[config.mk]
export PLATFORM = sky130hd
export DESIGN_NAME = phy_qstat_reg
export DESIGN_NICKNAME = d
export VERILOG_FILES = /design/src/rtl/qs_pkg.sv /design/src/rtl/qs_sticky_bank.sv /design/src/rtl/qs_an_track.sv /design/src/rtl/qs_irq_gen.sv /design/src/rtl/phy_qstat_reg.sv
export SDC_FILE = /design/constraint.sdc
export NUM_CORES = 1
export LEC_CHECK = 0
export ABC_CLOCK_PERIOD_IN_PS = 2850
export BUFFER_PORTS_ARGS = -buffer_cell sky130_fd_sc_hd__buf_2
export CAP_MARGIN = 10
export CORE_MARGIN = 2
export CORE_UTILIZATION = 43
export DETAILED_ROUTE_END_ITERATION = 10
export PLACE_DENSITY_LB_ADDON = 0.3
export SLEW_MARGIN = 20
export SYNTH_ARGS = -nofsm -noshare
export SYNTH_HDL_FRONTEND = slang
export SYNTH_SLANG_ARGS = --single-unit
[constraint.sdc]
create_clock -name clk -period 2.85 [get_ports clk]
set_input_delay 0.285 -clock clk [delete_from_list [all_inputs] [get_ports clk]]
set_output_delay 0.285 -clock clk [all_outputs]
set_load 0.005 [all_outputs]
[src/rtl/qs_pkg.sv]
package qs_pkg;
    localparam int REG_W      = 16;
    localparam int AN_W       = 3;
    localparam int NUM_STICKY = 4;

    // Bit positions of the status word
    localparam int B_RXERR = 15;
    localparam int B_EV14  = 14;
    localparam int B_RFLT  = 13;
    localparam int B_UJAB  = 12;
    localparam int B_LINK  = 11;
    localparam int B_PAUSE = 10;
    localparam int B_SPD   = 9;
    localparam int B_DUP   = 8;
    localparam int B_CFG   = 7;
    localparam int B_MASK  = 6;
    localparam int LO_LSB  = 3;
    localparam int HI_LSB  = 0;

    // Indices inside the sticky bank; the bank maps onto bits 15:12
    localparam int S_UJAB  = 0;
    localparam int S_RFLT  = 1;
    localparam int S_EV14  = 2;
    localparam int S_RXERR = 3;

    typedef struct packed {
        logic cfg;
        logic mask;
        logic link;
        logic link_prev;
    } ctl_t;

    typedef struct packed {
        logic [AN_W-1:0] lo;
        logic [AN_W-1:0] hi;
    } an_t;
endpackage

[src/rtl/qs_sticky_bank.sv]
module qs_sticky_bank #(
    parameter int N = 4
) (
    input  logic         clk,
    input  logic         rst_n,
    input  logic         clr,
    input  logic [N-1:0] set,
    output logic [N-1:0] flags
);
    logic [N-1:0] flags_d;
    logic [N-1:0] flags_q;

    // Read clears old content but keeps events arriving in the read cycle
    for (genvar i = 0; i < N; i++) begin : g_bit
        always_comb begin
            flags_d[i] = clr ? set[i] : (flags_q[i] | set[i]);
        end
    end

    always_ff @(posedge clk or negedge rst_n) begin
        if (!rst_n) flags_q <= '0;
        else        flags_q <= flags_d;
    end

    assign flags = flags_q;
endmodule

[src/rtl/qs_an_track.sv]
module qs_an_track
    import qs_pkg::*;
(
    input  logic            clk,
    input  logic            rst_n,
    input  logic            reload,
    input  logic [AN_W-1:0] an_state,
    output logic [AN_W-1:0] lo,
    output logic [AN_W-1:0] hi
);
    an_t trk_d;
    an_t trk_q;

    always_comb begin
        trk_d = trk_q;
        if (reload) begin
            trk_d.lo = an_state;
            trk_d.hi = an_state;
        end else begin
            if (an_state < trk_q.lo) trk_d.lo = an_state;
            if (an_state > trk_q.hi) trk_d.hi = an_state;
        end
    end

    // Extreme reset values make the first tracked cycle adopt the live state
    always_ff @(posedge clk or negedge rst_n) begin
        if (!rst_n) begin
            trk_q.lo <= '1;
            trk_q.hi <= '0;
        end else begin
            trk_q <= trk_d;
        end
    end

    assign lo = trk_q.lo;
    assign hi = trk_q.hi;
endmodule

[src/rtl/qs_irq_gen.sv]
module qs_irq_gen
    import qs_pkg::*;
(
    input  logic                  cfg,
    input  logic                  mask,
    input  logic [NUM_STICKY-1:0] sticky,
    input  logic                  link,
    output logic                  irq
);
    logic cond_all;
    logic cond_link;

    always_comb begin
        cond_all  = (|sticky) | ~link;
        cond_link = sticky[S_EV14];
        irq       = ~mask & (cfg ? cond_link : cond_all);
    end
endmodule

[src/rtl/phy_qstat_reg.sv]
module phy_qstat_reg
    import qs_pkg::*;
(
    input  logic             clk,
    input  logic             rst_n,
    input  logic             rd_stb,
    input  logic             wr_stb,
    input  logic [REG_W-1:0] wr_data,
    input  logic             ev_rx_err,
    input  logic             ev_false_carrier,
    input  logic             ev_remote_fault,
    input  logic             ev_unlock_jabber,
    input  logic             link_up,
    input  logic             partner_pause,
    input  logic             speed_100,
    input  logic             full_duplex,
    input  logic [AN_W-1:0]  an_state,
    output logic [REG_W-1:0] rd_data,
    output logic             irq
);
    ctl_t                  ctl_d;
    ctl_t                  ctl_q;
    logic [NUM_STICKY-1:0] sticky_set;
    logic [NUM_STICKY-1:0] sticky;
    logic [AN_W-1:0]       an_lo;
    logic [AN_W-1:0]       an_hi;
    logic                  link_chg;
    logic                  unused_wr;

    assign unused_wr = ^{wr_data[REG_W-1:B_CFG+1], wr_data[B_MASK-1:0]};

    always_comb begin
        link_chg = link_up ^ ctl_q.link_prev;

        sticky_set          = '0;
        sticky_set[S_RXERR] = ev_rx_err & speed_100;
        sticky_set[S_EV14]  = ctl_q.cfg ? link_chg : (ev_false_carrier & speed_100);
        sticky_set[S_RFLT]  = ev_remote_fault;
        sticky_set[S_UJAB]  = ev_unlock_jabber;

        ctl_d           = ctl_q;
        ctl_d.link_prev = link_up;
        ctl_d.link      = rd_stb ? link_up : (ctl_q.link & link_up);
        if (wr_stb) begin
            ctl_d.cfg  = wr_data[B_CFG];
            ctl_d.mask = wr_data[B_MASK];
        end
    end

    always_ff @(posedge clk or negedge rst_n) begin
        if (!rst_n) ctl_q <= '0;
        else        ctl_q <= ctl_d;
    end

    qs_sticky_bank #(.N(NUM_STICKY)) u_sticky (
        .clk   (clk),
        .rst_n (rst_n),
        .clr   (rd_stb),
        .set   (sticky_set),
        .flags (sticky)
    );

    qs_an_track u_an (
        .clk      (clk),
        .rst_n    (rst_n),
        .reload   (rd_stb),
        .an_state (an_state),
        .lo       (an_lo),
        .hi       (an_hi)
    );

    qs_irq_gen u_irq (
        .cfg    (ctl_q.cfg),
        .mask   (ctl_q.mask),
        .sticky (sticky),
        .link   (ctl_q.link),
        .irq    (irq)
    );

    always_comb begin
        rd_data                        = '0;
        rd_data[B_RXERR:B_UJAB]        = sticky;
        rd_data[B_LINK]                = ctl_q.link;
        rd_data[B_PAUSE]               = partner_pause;
        rd_data[B_SPD]                 = speed_100;
        rd_data[B_DUP]                 = full_duplex;
        rd_data[B_CFG]                 = ctl_q.cfg;
        rd_data[B_MASK]                = ctl_q.mask;
        rd_data[LO_LSB +: AN_W]        = an_lo;
        rd_data[HI_LSB +: AN_W]        = an_hi;
    end
endmodule

==> results.ini <==
[worst_setup_path]
worstPathMaxFanout=3
startpoint_type=register
critical_path_class=register to output pin
arrival_ns=1.36
cp-end-kind=output pin
cp.required_ns=2.57

[sta]
rsz0062_at_grt=no
period_needed_ns=1.649
tightest_slew_ns=0.3079
final-hold-violation-count=0
final.setup.tns_ns=0
post-route-period-util=0.5787
setup-violations-final=0
relSlewSlack=0.7918
fmax_mhz=606.3
drv_slew=0
clock_skew_ns=0.0002778

[yosys]
synth_cell_types=23
ys_async_sr_fraction=1.000
synth_area_sq_um=710.7
synth_top_area_cell=dfrtp_1
synth_fp_nets=96
synth_top_area_share=0.3873
syn_inst=60
seq_area_frac_synth=0.4982
netlist_top_cells_count=dfrtp_1, buf_4, inv_1
avgSynthCellArea_sq_um=11.84
yosys_warnings=0
yosysMostFrequentCell=dfrtp_1
synth_edf_count=0
ys_top_cells_by_area=dfrtp_1, dfstp_2, ha_1
ys_ff_latch=14
yosys_most_used_dff=dfrtp_1

[grt]
antenna_found_initial=0
grt_overflow=0
grt_max_degree=15
track_usage=0.1435
grt_first_pass_wirelength_um=2021
grt_pass1_vias=471

[route]
first_pass_iters=3
ant_nets=0
viasPerCell=5.029
drtIter0Drc=5
vias=523
drt_wl_total_um=1272
drc_errors=0
wl_per_cell_um=12.23

[clock_tree]
clk_pin_slew_ns=0.08
cts_root_buf=clkbuf_4
cts-htree-levels=1
numCtsBuffers=3
cts_hold_buf=1
tritoncts=built
cts_sinks=14
clockBufferDepth=2
insertion_delay_ns=0.28
post_cts_buffers=0
post_cts_resize_count=0

[job]
maxCapViolCount=0

[floorplan]
pin_count=48
num_rows=14
start_util=0.4663
chipWidth_um=44.66
die_area_sq_um=1994
die_y_um=44.66
core_sq_um=1524

[cells_and_area]
final_util=0.5755
multiInputGateArea_sq_um=289.0
fin_cells=104
n_antenna_cell=0
regArea_sq_um=354.1
drive_gt1_frac=0.4886
fill_cells=135
fin_nets=125
area_growth_pct=23.42

[pwr]
peakVddDrop_uv=315.1
p_leak_nw=0.4533
powerDensity_nw_per_um2=585.5

[place]
gp_congestion=0.6852
place_hpwl_um=1023
dp_cells=99
io_buffers=29

[run_status]
outcome=completed

[worst_hold_path]
hold_path.class=input pin to register

## placed cells by master (no fill, tap or decap)
master,count
o21a_1,1
clkbuf_4,3
clkbuf_8,1
a22o_1,1
a21o_1,2
nor2b_1,1
mux2_1,3
nor4b_1,1
nand2b_1,1
nor2_1,5
dfstp_2,3
a221o_1,1
buf_2,29
nor3_2,1
o21ai_1,1
ha_1,5
nor3_1,1
nand2_1,1
nand3_1,1
dlygate4sd3_1,1
a211oi_2,1
dfrtp_1,11
o21ai_0,1
inv_1,6
mux2_2,5
xor2_1,1
## cells by family after synthesis
logic type,count (synthesis),synth area share
compound gates,8,0.08977
xor+xnor,1,0.01233
fa+ha+maj,5,0.08803
buf+inv,12,0.09506
flops,14,0.4982
mux,8,0.1268
simple gates,12,0.08979
## flip-flops by register name, summed over array words and instances, names as in the netlist
register        flops
ctl_q               1
rd_data             3
u_an.hi             3
u_an.lo             3
u_sticky.flags      4
## area by class of cell
class / instances / area share
inverters: 6 / 0.02568
well taps: 16 / 0.02282
multi-input cells: 34 / 0.3295
clock buffers: 4 / 0.04137
repair buffers: 30 / 0.1769
flip-flops and latches: 14 / 0.4037
## metrics by stage
step / hold WS [ns] / power (mW) / setup slack, ns / cell area, sq um
floorplan: -0.01059 / 0.3279 / 1.312 / 710.7
global placement: 0.1926 / 0.3698 / 1.222 / 830.8
detailed placement: 0.1932 / 0.3752 / 1.187 / 830.8
CTS: 0.1453 / 0.5215 / 1.207 / 877.1
global route: 0.1527 / 0.5485 / 1.060 / 877.1
finish: 0.1495 / 0.5135 / 1.201 / 877.1
## power breakdown
part,internal (mW),total [mW],leakage (nW),switching (mW)
Clock,0.0777,0.144,0.0210,0.0660
Combinational,0.0684,0.124,0.273,0.0552
Sequential,0.228,0.246,0.159,0.0182
## worst paths after layout
kind                                         from                end  slack, ns  depth (start not counted)
worst max register to register         u_an.hi[1]         u_an.hi[2]       1.23                          6
worst max-delay path            u_sticky.flags[1]                irq       1.20                          5
worst min register to register  u_sticky.flags[0]  u_sticky.flags[0]       0.52                          1
worst min-delay path                      link_up           ctl_q[0]       0.15                          1
max in group asynchronous                   rst_n         u_an.lo[2]       2.15                          2
min in group asynchronous                   rst_n         u_an.hi[0]       0.42                          2
## layer usage
metal	global-route usage	share of wire
met4	0.07273	0.011
met2	0.2087	0.46
met5	0	0
met1	0.2036	0.48
met3	0.02449	0.048
## worst max-delay path, stage by stage (launching register included)
cell	delay, ns
dfrtp_1	0.41
nor4b_1	0.35
nor2_1	0.08
nor2_1	0.09
nor2_1	0.04
buf_2	0.12
Note: power is estimated with default switching activity, not from simulation.
